==> src/rtl/upd_dir_pkg.sv <==
package upd_dir_pkg;

    typedef enum logic [1:0] {
        LS_ABSENT = 2'd0,
        LS_SHARED = 2'd1,
        LS_EXCL   = 2'd2,
        LS_PEND   = 2'd3
    } line_state_e;

    typedef enum logic [2:0] {
        IK_RD_MISS   = 3'd0,
        IK_WR_MISS   = 3'd1,
        IK_WR_WORD   = 3'd2,
        IK_REPL      = 3'd3,
        IK_REPL_DATA = 3'd4,
        IK_UPD_LINE  = 3'd5,
        IK_UW_BOUNCE = 3'd6,
        IK_RSVD      = 3'd7
    } in_kind_e;

    typedef enum logic [3:0] {
        OK_EXCL_RPLY = 4'd0,
        OK_SHR_RPLY  = 4'd1,
        OK_WB_REQ    = 4'd2,
        OK_WB_UPD    = 4'd3,
        OK_UPD_WORD  = 4'd4,
        OK_WR_ACK    = 4'd5,
        OK_REPL_ACK  = 4'd6,
        OK_BNC_RD    = 4'd7,
        OK_BNC_WM    = 4'd8,
        OK_BNC_WW    = 4'd9
    } out_kind_e;

    // index of the lowest set bit, 0 when none is set
    function automatic int first_one(input logic [31:0] v);
        int r;
        r = 0;
        for (int i = 31; i >= 0; i--) begin
            if (v[i]) r = i;
        end
        return r;
    endfunction

endpackage

==> src/rtl/upd_dir_linemem.sv <==
module upd_dir_linemem #(
    parameter int N_LINE = 4,
    parameter int LINE_W = 32,
    localparam int LIDX_W = (N_LINE > 1) ? $clog2(N_LINE) : 1
) (
    input  logic              clk,
    input  logic              rst,
    input  logic [LIDX_W-1:0] rd_idx,
    output logic [LINE_W-1:0] rd_data,
    input  logic              wr_en,
    input  logic [LIDX_W-1:0] wr_idx,
    input  logic [LINE_W-1:0] wr_data
);

    logic [LINE_W-1:0] store_q [N_LINE];

    always_ff @(posedge clk) begin
        if (rst) begin
            for (int i = 0; i < N_LINE; i++) store_q[i] <= '0;
        end else if (wr_en) begin
            store_q[wr_idx] <= wr_data;
        end
    end

    assign rd_data = store_q[rd_idx];

endmodule

==> src/rtl/upd_dir_entries.sv <==
module upd_dir_entries
    import upd_dir_pkg::*;
#(
    parameter int N_LINE  = 4,
    parameter int N_CACHE = 4,
    localparam int LIDX_W = (N_LINE > 1) ? $clog2(N_LINE) : 1
) (
    input  logic               clk,
    input  logic               rst,
    input  logic [LIDX_W-1:0]  rd_idx,
    output line_state_e        rd_state,
    output logic [N_CACHE-1:0] rd_pres,
    input  logic               wr_en,
    input  logic [LIDX_W-1:0]  wr_idx,
    input  line_state_e        wr_state,
    input  logic [N_CACHE-1:0] wr_pres
);

    line_state_e        state_q [N_LINE];
    logic [N_CACHE-1:0] pres_q  [N_LINE];

    always_ff @(posedge clk) begin
        if (rst) begin
            for (int i = 0; i < N_LINE; i++) begin
                state_q[i] <= LS_ABSENT;
                pres_q[i]  <= '0;
            end
        end else if (wr_en) begin
            state_q[wr_idx] <= wr_state;
            pres_q[wr_idx]  <= wr_pres;
        end
    end

    assign rd_state = state_q[rd_idx];
    assign rd_pres  = pres_q[rd_idx];

    for (genvar g = 0; g < N_LINE; g++) begin : g_line_chk
        // a line with no copies left is Absent, and an Absent line has no copies
        a_r9_absent_empty: assert property (@(posedge clk) disable iff (rst)
            state_q[g] == LS_ABSENT |-> pres_q[g] == '0);
        // a Shared line always has at least one copy
        a_r9_shared_nonempty: assert property (@(posedge clk) disable iff (rst)
            state_q[g] == LS_SHARED |-> pres_q[g] != '0);
        // an Exclusive line has exactly one owner
        a_r2_excl_single: assert property (@(posedge clk) disable iff (rst)
            state_q[g] == LS_EXCL |-> $countones(pres_q[g]) == 1);
    end

endmodule

==> src/rtl/upd_dir_emitter.sv <==
module upd_dir_emitter
    import upd_dir_pkg::*;
#(
    parameter int N_CACHE = 4,
    parameter int N_LINE  = 4,
    parameter int WORDS   = 4,
    parameter int DATA_W  = 8,
    localparam int CIDX_W = (N_CACHE > 1) ? $clog2(N_CACHE) : 1,
    localparam int LIDX_W = (N_LINE > 1) ? $clog2(N_LINE) : 1,
    localparam int WIDX_W = (WORDS > 1) ? $clog2(WORDS) : 1,
    localparam int LINE_W = WORDS * DATA_W,
    localparam int CNT_W  = $clog2(N_CACHE + 1)
) (
    input  logic               clk,
    input  logic               rst,
    input  logic               ld,
    input  logic [LIDX_W-1:0]  ld_line,
    input  logic [N_CACHE-1:0] ld_mask,
    input  logic [WIDX_W-1:0]  ld_uword,
    input  logic [DATA_W-1:0]  ld_udata,
    input  out_kind_e          ld_kind,
    input  logic [CIDX_W-1:0]  ld_dst,
    input  logic [WIDX_W-1:0]  ld_word,
    input  logic [DATA_W-1:0]  ld_data,
    input  logic [LINE_W-1:0]  ld_ldata,
    input  logic [CNT_W-1:0]   ld_count,
    output logic               idle,
    output logic               out_valid,
    input  logic               out_ready,
    output logic [3:0]         out_kind,
    output logic [CIDX_W-1:0]  out_dst,
    output logic [LIDX_W-1:0]  out_line,
    output logic [WIDX_W-1:0]  out_word,
    output logic [DATA_W-1:0]  out_data,
    output logic [LINE_W-1:0]  out_ldata,
    output logic [CNT_W-1:0]   out_count
);

    logic               busy_q;
    logic [N_CACHE-1:0] mask_q;
    logic [LIDX_W-1:0]  line_q;
    logic [WIDX_W-1:0]  uword_q;
    logic [DATA_W-1:0]  udata_q;
    out_kind_e          kind_q;
    logic [CIDX_W-1:0]  dst_q;
    logic [WIDX_W-1:0]  word_q;
    logic [DATA_W-1:0]  data_q;
    logic [LINE_W-1:0]  ldata_q;
    logic [CNT_W-1:0]   count_q;
    logic [CNT_W-1:0]   sent_q;

    logic beat_done;
    assign beat_done = busy_q && out_ready;

    always_ff @(posedge clk) begin
        if (rst) begin
            busy_q  <= 1'b0;
            mask_q  <= '0;
            line_q  <= '0;
            uword_q <= '0;
            udata_q <= '0;
            kind_q  <= OK_REPL_ACK;
            dst_q   <= '0;
            word_q  <= '0;
            data_q  <= '0;
            ldata_q <= '0;
            count_q <= '0;
            sent_q  <= '0;
        end else if (ld) begin
            busy_q  <= 1'b1;
            mask_q  <= ld_mask;
            line_q  <= ld_line;
            uword_q <= ld_uword;
            udata_q <= ld_udata;
            kind_q  <= ld_kind;
            dst_q   <= ld_dst;
            word_q  <= ld_word;
            data_q  <= ld_data;
            ldata_q <= ld_ldata;
            count_q <= ld_count;
            sent_q  <= '0;
        end else if (beat_done) begin
            if (mask_q != '0) begin
                mask_q <= mask_q & (mask_q - 1'b1);
                sent_q <= sent_q + 1'b1;
            end else begin
                busy_q <= 1'b0;
            end
        end
    end

    assign idle      = !busy_q;
    assign out_valid = busy_q;
    assign out_line  = line_q;

    always_comb begin
        if (mask_q != '0) begin
            out_kind  = OK_UPD_WORD;
            out_dst   = CIDX_W'(first_one(32'(mask_q)));
            out_word  = uword_q;
            out_data  = udata_q;
            out_ldata = '0;
            out_count = '0;
        end else begin
            out_kind  = kind_q;
            out_dst   = dst_q;
            out_word  = word_q;
            out_data  = data_q;
            out_ldata = ldata_q;
            out_count = count_q;
        end
    end

    // a message waiting on the receiver does not change
    a_r12_hold_stable: assert property (@(posedge clk) disable iff (rst)
        out_valid && !out_ready |=> out_valid && $stable(out_kind) && $stable(out_dst)
            && $stable(out_line) && $stable(out_word) && $stable(out_data)
            && $stable(out_ldata) && $stable(out_count));

    // successive updates of one fan-out go to rising cache indices
    a_r11_ascending: assert property (@(posedge clk) disable iff (rst)
        out_valid && out_ready && ((mask_q & (mask_q - 1'b1)) != '0)
            |=> out_kind == OK_UPD_WORD && out_dst > $past(out_dst));

    // the count in the final reply equals the updates that went out
    a_r11_count_matches: assert property (@(posedge clk) disable iff (rst)
        out_valid && mask_q == '0 && (out_kind == OK_SHR_RPLY || out_kind == OK_WR_ACK)
            |-> out_count == sent_q);

endmodule

==> src/rtl/upd_home_dir.sv <==
module upd_home_dir
    import upd_dir_pkg::*;
#(
    parameter int N_CACHE = 4,
    parameter int N_LINE  = 4,
    parameter int WORDS   = 4,
    parameter int DATA_W  = 8,
    localparam int CIDX_W = (N_CACHE > 1) ? $clog2(N_CACHE) : 1,
    localparam int LIDX_W = (N_LINE > 1) ? $clog2(N_LINE) : 1,
    localparam int WIDX_W = (WORDS > 1) ? $clog2(WORDS) : 1,
    localparam int LINE_W = WORDS * DATA_W,
    localparam int CNT_W  = $clog2(N_CACHE + 1)
) (
    input  logic              clk,
    input  logic              rst,
    input  logic              req_valid,
    output logic              req_ready,
    input  logic [2:0]        req_kind,
    input  logic [CIDX_W-1:0] req_src,
    input  logic [LIDX_W-1:0] req_line,
    input  logic [WIDX_W-1:0] req_word,
    input  logic [DATA_W-1:0] req_data,
    input  logic [LINE_W-1:0] req_ldata,
    output logic              out_valid,
    input  logic              out_ready,
    output logic [3:0]        out_kind,
    output logic [CIDX_W-1:0] out_dst,
    output logic [LIDX_W-1:0] out_line,
    output logic [WIDX_W-1:0] out_word,
    output logic [DATA_W-1:0] out_data,
    output logic [LINE_W-1:0] out_ldata,
    output logic [CNT_W-1:0]  out_count
);

    typedef struct packed {
        out_kind_e         kind;
        logic [CIDX_W-1:0] dst;
        logic [WIDX_W-1:0] word;
        logic [DATA_W-1:0] data;
        logic [LINE_W-1:0] ldata;
        logic [CNT_W-1:0]  count;
    } msg_t;

    logic               accept;
    logic               emit_idle;
    line_state_e        cur_state;
    logic [N_CACHE-1:0] cur_pres;
    logic [LINE_W-1:0]  cur_line;
    logic [N_CACHE-1:0] src_bit;
    logic [N_CACHE-1:0] others;
    logic [N_CACHE-1:0] dropped;
    logic [LINE_W-1:0]  merged;
    logic [DATA_W-1:0]  cur_word;
    logic [CIDX_W-1:0]  owner;

    line_state_e        nxt_state;
    logic [N_CACHE-1:0] nxt_pres;
    logic               ent_we;
    logic               mem_we;
    logic [LINE_W-1:0]  mem_wdata;
    logic               emit_ld;
    logic [N_CACHE-1:0] fan_mask;
    msg_t               fin;

    assign req_ready = emit_idle;
    assign accept    = req_valid && emit_idle;

    upd_dir_entries #(.N_LINE(N_LINE), .N_CACHE(N_CACHE)) u_entries (
        .clk      (clk),
        .rst      (rst),
        .rd_idx   (req_line),
        .rd_state (cur_state),
        .rd_pres  (cur_pres),
        .wr_en    (ent_we && accept),
        .wr_idx   (req_line),
        .wr_state (nxt_state),
        .wr_pres  (nxt_pres)
    );

    upd_dir_linemem #(.N_LINE(N_LINE), .LINE_W(LINE_W)) u_mem (
        .clk     (clk),
        .rst     (rst),
        .rd_idx  (req_line),
        .rd_data (cur_line),
        .wr_en   (mem_we && accept),
        .wr_idx  (req_line),
        .wr_data (mem_wdata)
    );

    // operands shared by all request kinds
    always_comb begin
        src_bit          = '0;
        src_bit[req_src] = 1'b1;
        others           = cur_pres & ~src_bit;
        dropped          = cur_pres & ~src_bit;
        merged           = cur_line;
        merged[int'(req_word) * DATA_W +: DATA_W] = req_data;
        cur_word         = cur_line[int'(req_word) * DATA_W +: DATA_W];
        owner            = CIDX_W'(first_one(32'(cur_pres)));
    end

    // per-line protocol decisions
    always_comb begin
        nxt_state = cur_state;
        nxt_pres  = cur_pres;
        ent_we    = 1'b0;
        mem_we    = 1'b0;
        mem_wdata = merged;
        emit_ld   = 1'b0;
        fan_mask  = '0;
        fin       = '{kind: OK_REPL_ACK, dst: req_src, word: '0, data: '0,
                      ldata: '0, count: '0};
        case (in_kind_e'(req_kind))
            IK_RD_MISS: begin
                emit_ld = 1'b1;
                case (cur_state)
                    LS_ABSENT: begin
                        ent_we    = 1'b1;
                        nxt_pres  = cur_pres | src_bit;
                        nxt_state = LS_EXCL;
                        fin.kind  = OK_EXCL_RPLY;
                        fin.ldata = cur_line;
                    end
                    LS_SHARED: begin
                        ent_we    = 1'b1;
                        nxt_pres  = cur_pres | src_bit;
                        fin.kind  = OK_SHR_RPLY;
                        fin.ldata = cur_line;
                    end
                    LS_EXCL: begin
                        ent_we    = 1'b1;
                        nxt_pres  = cur_pres | src_bit;
                        nxt_state = LS_PEND;
                        fin.kind  = OK_WB_REQ;
                        fin.dst   = owner;
                    end
                    default: begin
                        fin.kind = OK_BNC_RD;
                        fin.word = req_word;
                        fin.data = req_data;
                    end
                endcase
            end
            IK_WR_MISS: begin
                emit_ld = 1'b1;
                case (cur_state)
                    LS_ABSENT: begin
                        ent_we    = 1'b1;
                        nxt_pres  = cur_pres | src_bit;
                        nxt_state = LS_EXCL;
                        fin.kind  = OK_EXCL_RPLY;
                        fin.ldata = cur_line;
                    end
                    LS_SHARED: begin
                        ent_we    = 1'b1;
                        mem_we    = 1'b1;
                        nxt_pres  = cur_pres | src_bit;
                        fan_mask  = others;
                        fin.kind  = OK_SHR_RPLY;
                        fin.ldata = merged;
                        fin.count = CNT_W'($countones(others));
                    end
                    LS_EXCL: begin
                        ent_we    = 1'b1;
                        mem_we    = 1'b1;
                        nxt_pres  = cur_pres | src_bit;
                        nxt_state = LS_PEND;
                        fin.kind  = OK_WB_UPD;
                        fin.dst   = owner;
                        fin.word  = req_word;
                        fin.data  = req_data;
                    end
                    default: begin
                        fin.kind = OK_BNC_WM;
                        fin.word = req_word;
                        fin.data = req_data;
                    end
                endcase
            end
            IK_WR_WORD: begin
                emit_ld = 1'b1;
                if (cur_state == LS_PEND) begin
                    fin.kind = OK_BNC_WW;
                    fin.word = req_word;
                    fin.data = req_data;
                end else begin
                    mem_we    = 1'b1;
                    fan_mask  = others;
                    fin.kind  = OK_WR_ACK;
                    fin.word  = req_word;
                    fin.count = CNT_W'($countones(others));
                end
            end
            IK_REPL, IK_REPL_DATA: begin
                emit_ld  = 1'b1;
                ent_we   = 1'b1;
                nxt_pres = dropped;
                if (dropped == '0 && (cur_state == LS_SHARED || cur_state == LS_EXCL))
                    nxt_state = LS_ABSENT;
                if (in_kind_e'(req_kind) == IK_REPL_DATA) begin
                    mem_we    = 1'b1;
                    mem_wdata = req_ldata;
                end
                fin.kind = OK_REPL_ACK;
            end
            IK_UPD_LINE: begin
                if (cur_state == LS_PEND) begin
                    ent_we    = 1'b1;
                    mem_we    = 1'b1;
                    mem_wdata = req_ldata;
                    nxt_state = (cur_pres == '0) ? LS_ABSENT : LS_SHARED;
                end
            end
            IK_UW_BOUNCE: begin
                emit_ld  = 1'b1;
                fin.kind = OK_UPD_WORD;
                fin.word = req_word;
                fin.data = cur_word;
            end
            default: ;
        endcase
    end

    upd_dir_emitter #(
        .N_CACHE(N_CACHE), .N_LINE(N_LINE), .WORDS(WORDS), .DATA_W(DATA_W)
    ) u_emit (
        .clk       (clk),
        .rst       (rst),
        .ld        (emit_ld && accept),
        .ld_line   (req_line),
        .ld_mask   (fan_mask),
        .ld_uword  (req_word),
        .ld_udata  (req_data),
        .ld_kind   (fin.kind),
        .ld_dst    (fin.dst),
        .ld_word   (fin.word),
        .ld_data   (fin.data),
        .ld_ldata  (fin.ldata),
        .ld_count  (fin.count),
        .idle      (emit_idle),
        .out_valid (out_valid),
        .out_ready (out_ready),
        .out_kind  (out_kind),
        .out_dst   (out_dst),
        .out_line  (out_line),
        .out_word  (out_word),
        .out_data  (out_data),
        .out_ldata (out_ldata),
        .out_count (out_count)
    );

    // an outgoing batch only starts right after a request was taken
    a_r12_out_after_accept: assert property (@(posedge clk) disable iff (rst)
        $rose(out_valid) |-> $past(req_valid && req_ready));

endmodule

==> config.mk <==
export PLATFORM = sky130hd
export DESIGN_NAME = upd_home_dir
export DESIGN_NICKNAME = d
export VERILOG_FILES = /design/src/rtl/upd_dir_pkg.sv /design/src/rtl/upd_dir_linemem.sv /design/src/rtl/upd_dir_entries.sv /design/src/rtl/upd_dir_emitter.sv /design/src/rtl/upd_home_dir.sv
export SDC_FILE = /design/constraint.sdc
export NUM_CORES = 1
export LEC_CHECK = 0
export ABC_AREA = 1
export BUFFER_PORTS_ARGS = -buffer_cell sky130_fd_sc_hd__buf_2
export CAP_MARGIN = 20
export CORE_AREA = 3 3 148 150
export DETAILED_ROUTE_END_ITERATION = 10
export DIE_AREA = 0 0 151 153
export PLACE_DENSITY = 0.89
export SLEW_MARGIN = 10
export SYNTH_ARGS = -nofsm -noshare
export SYNTH_HDL_FRONTEND = slang
export SYNTH_HIERARCHICAL = 1
export SYNTH_SLANG_ARGS = --single-unit
==> constraint.sdc <==
create_clock -name clk -period 10.7 [get_ports clk]
set_input_delay 2.14 -clock clk [delete_from_list [all_inputs] [get_ports clk]]
set_output_delay 2.14 -clock clk [all_outputs]
set_load 0.03 [all_outputs]
==> out/metrics.yaml <==
rrSetupSlack_ns: 6.17
hold_path_end: "u_emit/ldata_q[15]"
root_buffer: "clkbuf_16"
ys_seq_area_share_pct: 47.66
use_met2_pct: 45.21
switching_power_mw: 0.6317
post-route-util_pct: 66.01
holdPathStages: 2
start_util_pct: 59.72
worst_r2r_path_depth: 15
drv_cap: 0
path_clk_slew_ns: 0.06
synth.distinct_cells: 37
die_w_um: 151
dieArea_um2: 23100
p_total_mw: 2.159
syn_inst: 1687
insertion_delay_ns: 0.51
crit_path_end_kind: "flip-flop"
rr_endpoint: "u_mem/store_q[0][17]"
cts_setup_buffers: 0
grt_pass1_wl_um: 53850
r2r_start: "u_entries/state_q[3][0]"
dp_hpwl_um: 23340
final-max-slew-violation-count: 0
start_kind: "input pin"
drt_iter0_drc: 1691
fp.coreArea_um2: 20820
clock.fmax_mhz: 145.4
cts_buffers: 22
grt.overflow.total: 0
post_cts_resized: 0
fin_setup_tns_ns: 0
tightest_slew_ns: 1.183
syn_nets: 1754
max_slew_margin_pct: 21.04
p_sw_share_pct: 29.26
outcome: "complete, no violations"
fin_skew_ns: 0.01564
multi_input_area_um2: 4772
vdd_drop_max_uv: 120.0
hp-class: "reg2reg"
busiest_layer: "met2"
gp_congestion: 0.9496
vias_per_cell: 5.658
clock_sinks: 220
drc_errors: 0
diodes: 0
num_io_pins: 108
hold_violations: 0
die_y_um: 153
critPathKind: "in2reg"
wl_per_cell_um: 17.06
async_reset_ff_share_pct: 0
antenna_left: 0
crit_path_cell_trace: "buf_2 -> buf_4 -> inv_2 -> nand2_1 -> nand3_1 -> nand2_1 -> ha_1 -> inv_1 -> o21ai_4 -> buf_4 -> nor2_1 -> nor2_1 -> inv_2 -> nor2_2 -> nand3_2 -> nand2_1 -> buf_4"
yosysWarnings: 6
io_buffers: 107
drt-total-wl_um: 34700
syn_area_um2: 12430
rsz0062_at_grt: "no"
cp_slowest_stage_delay_ns: 0.89
cp_slowest_cell: "nand2_1"
cp.arrival_ns: 7.07
synth_edf_count: 152
regArea_um2: 5926
grt_use_total_pct: 29.13
syn_avg_cell_area_um2: 7.371
drive_above_1_share_pct: 11.20
holdBufCountCts: 0
p_clk_share_pct: 36.4
path_max_fanout: 85
fillCellCount: 1612
layout.nets: 1812
grt_max_degree: 108
setup_viol: 0
fin_crit_ns: 6.879
power_leakage_nw: 6.501
via_count: 11510
cts.path.max_buffers: 3
p_int_mw: 1.528
htreeDepth: 1
grt_pass1_vias: 10620
met3_usage_pct: 5.781
hp-start: "u_emit/ldata_q[15]"
period_share_pct: 64.29
combPwrFrac_pct: 18.6
cts_tree: "yes"
cp.required_ns: 10.89
power-per-cell-area_nw_per_um2: 157.1
firstDrtPassIters: 8
area_growth_pct: 10.54
use_met1_pct: 39.98
synth_ff_type: "edfxtp_1"
antenna_found_initial: 0
synth-seq-cells: 220
core.rowCount: 53
p_seq_share_pct: 45.0
==> Yosys cell counts, types with 4 or more instances <==
cell / instances / share of area (%)
inv_1: 333 / 10
clkbuf_1: 26 / 0.78
a21oi_1: 66 / 2.7
nand2_1: 352 / 11
a22oi_1: 4 / 0.24
nor3_1: 37 / 1.5
nor2_4: 4 / 0.36
nor2_2: 12 / 0.60
edfxtp_1: 152 / 37
o211ai_1: 6 / 0.36
ha_1: 13 / 1.3
o22ai_1: 26 / 1.3
inv_2: 10 / 0.30
o21ai_1: 15 / 0.60
o21ai_0: 127 / 5.1
nand2_2: 5 / 0.25
nor2_1: 223 / 6.7
buf_6: 6 / 0.54
dfxtp_1: 68 / 11
nand3_1: 123 / 5.0
buf_2: 51 / 2.1
nand4_1: 4 / 0.20
==> registers in the layout, indices dropped and copies added (netlist names) <==
register and flops:
u_emit/udata_q 8, u_emit/out_valid 1, u_emit/out_line 2, u_emit/mask_q 4
u_emit/uword_q 2, u_entries/pres_q 16, u_emit/word_q 2, u_mem/store_q 128
u_emit/count_q 3, u_emit/ldata_q 32, u_emit/data_q 8, u_emit/dst_q 2
u_emit/kind_q 4, u_entries/state_q 8
==> layout by cell type (no fill, tap or decap), types with 3 or more instances in the layout <==
master | Yosys | routed
o211ai_1 | 6 | 6
nand3_1 | 123 | 123
nor3_1 | 37 | 37
nand2_2 | 5 | 5
dfxtp_1 | 68 | 68
nor2_2 | 12 | 12
inv_1 | 333 | 333
clkinv_1 | 2 | 3
clkbuf_16 | 0 | 24
o21ai_1 | 15 | 15
edfxtp_1 | 152 | 152
nor2_1 | 223 | 223
clkbuf_1 | 26 | 4
o22ai_1 | 26 | 26
a31oi_1 | 3 | 3
buf_2 | 51 | 107
inv_2 | 10 | 10
ha_1 | 13 | 13
nand2_1 | 352 | 352
buf_4 | 2 | 11
clkinv_2 | 0 | 3
nor3_2 | 3 | 3
a22oi_1 | 4 | 4
a21oi_1 | 66 | 66
nand4_1 | 4 | 4
nor2_4 | 4 | 4
o21ai_0 | 127 | 126
==> kinds of logic after synthesis <==
family                   count (synthesis)  synth area share [%]
AND/OR/NAND/NOR                        772                 26.24
buffers and inverters                  432                 14.00
AO/OA/AOI/OAI                          249                 10.64
flip-flops                             220                 47.66
adder cells (fa/ha/maj)                 14                 1.469
==> critical path: cells and delay by family <==
family / cells / cell delay (ns)
AO/OA/AOI/OAI: 1 / 0.16
adder cells (fa/ha/maj): 1 / 0.33
buffers and inverters: 7 / 2.06
AND/OR/NAND/NOR: 8 / 2.33
==> per-stage QoR <==
stage	worst slack [ns]	cells	hold slack (ns)	area, um^2
floorplan	4.236	1687	0.4211	12430
global placement	3.621	1994	0.4359	12960
detailed placement	3.475	1994	0.4515	12960
CTS	3.932	2032	0.4614	13700
global route	3.367	2034	0.4772	13740
finish	3.821	2034	0.4598	13740
==> worst max path at each step <==
stage / start / end / slack [ns] / cells after the start
6_report: req_line[0] / u_mem/store_q[0][17] / 3.82 / 17
3_5_place_dp: req_line[0] / u_mem/store_q[0][17] / 3.48 / 17
2_1_floorplan: req_line[0] / u_mem/store_q[2][0] / 4.24 / 12
3_3_place_gp: req_line[0] / u_mem/store_q[0][18] / 3.62 / 17
4_1_cts: req_line[0] / u_mem/store_q[0][17] / 3.93 / 17
5_1_grt: req_line[0] / u_mem/store_q[0][17] / 3.37 / 17
==> layout make-up <==
class / count / area share, %
Sequential cell: 220 / 43.11
Multi-Input combinational cell: 1035 / 34.72
Inverter: 346 / 9.467
Timing Repair Buffer: 120 / 4.843
Clock buffer: 31 / 4.734
Tap cell: 275 / 2.503
Clock inverter: 7 / 0.6190
==> power groups by stage <==
| stage | sequential (mW) | clock [mW] | combinational (mW) |
|---|---|---|---|
| after global routing | 0.976 | 0.826 | 0.437 |
| final | 0.972 | 0.786 | 0.401 |
| after global placement | 0.987 | 0 | 0.374 |
| after detailed placement | 0.990 | 0 | 0.383 |
| after CTS | 0.972 | 0.791 | 0.387 |
| after floorplan | 0.988 | 0 | 0.273 |
==> routing by layer <==
metal / vias to the layer above / wire length (um)
li1: 5418 / -
met1: 5186 / 13290
met2: 801 / 15550
met3: 103 / 4436
met4: 0 / 1428
met5: - / 0
(Power assumes the default switching activity.)
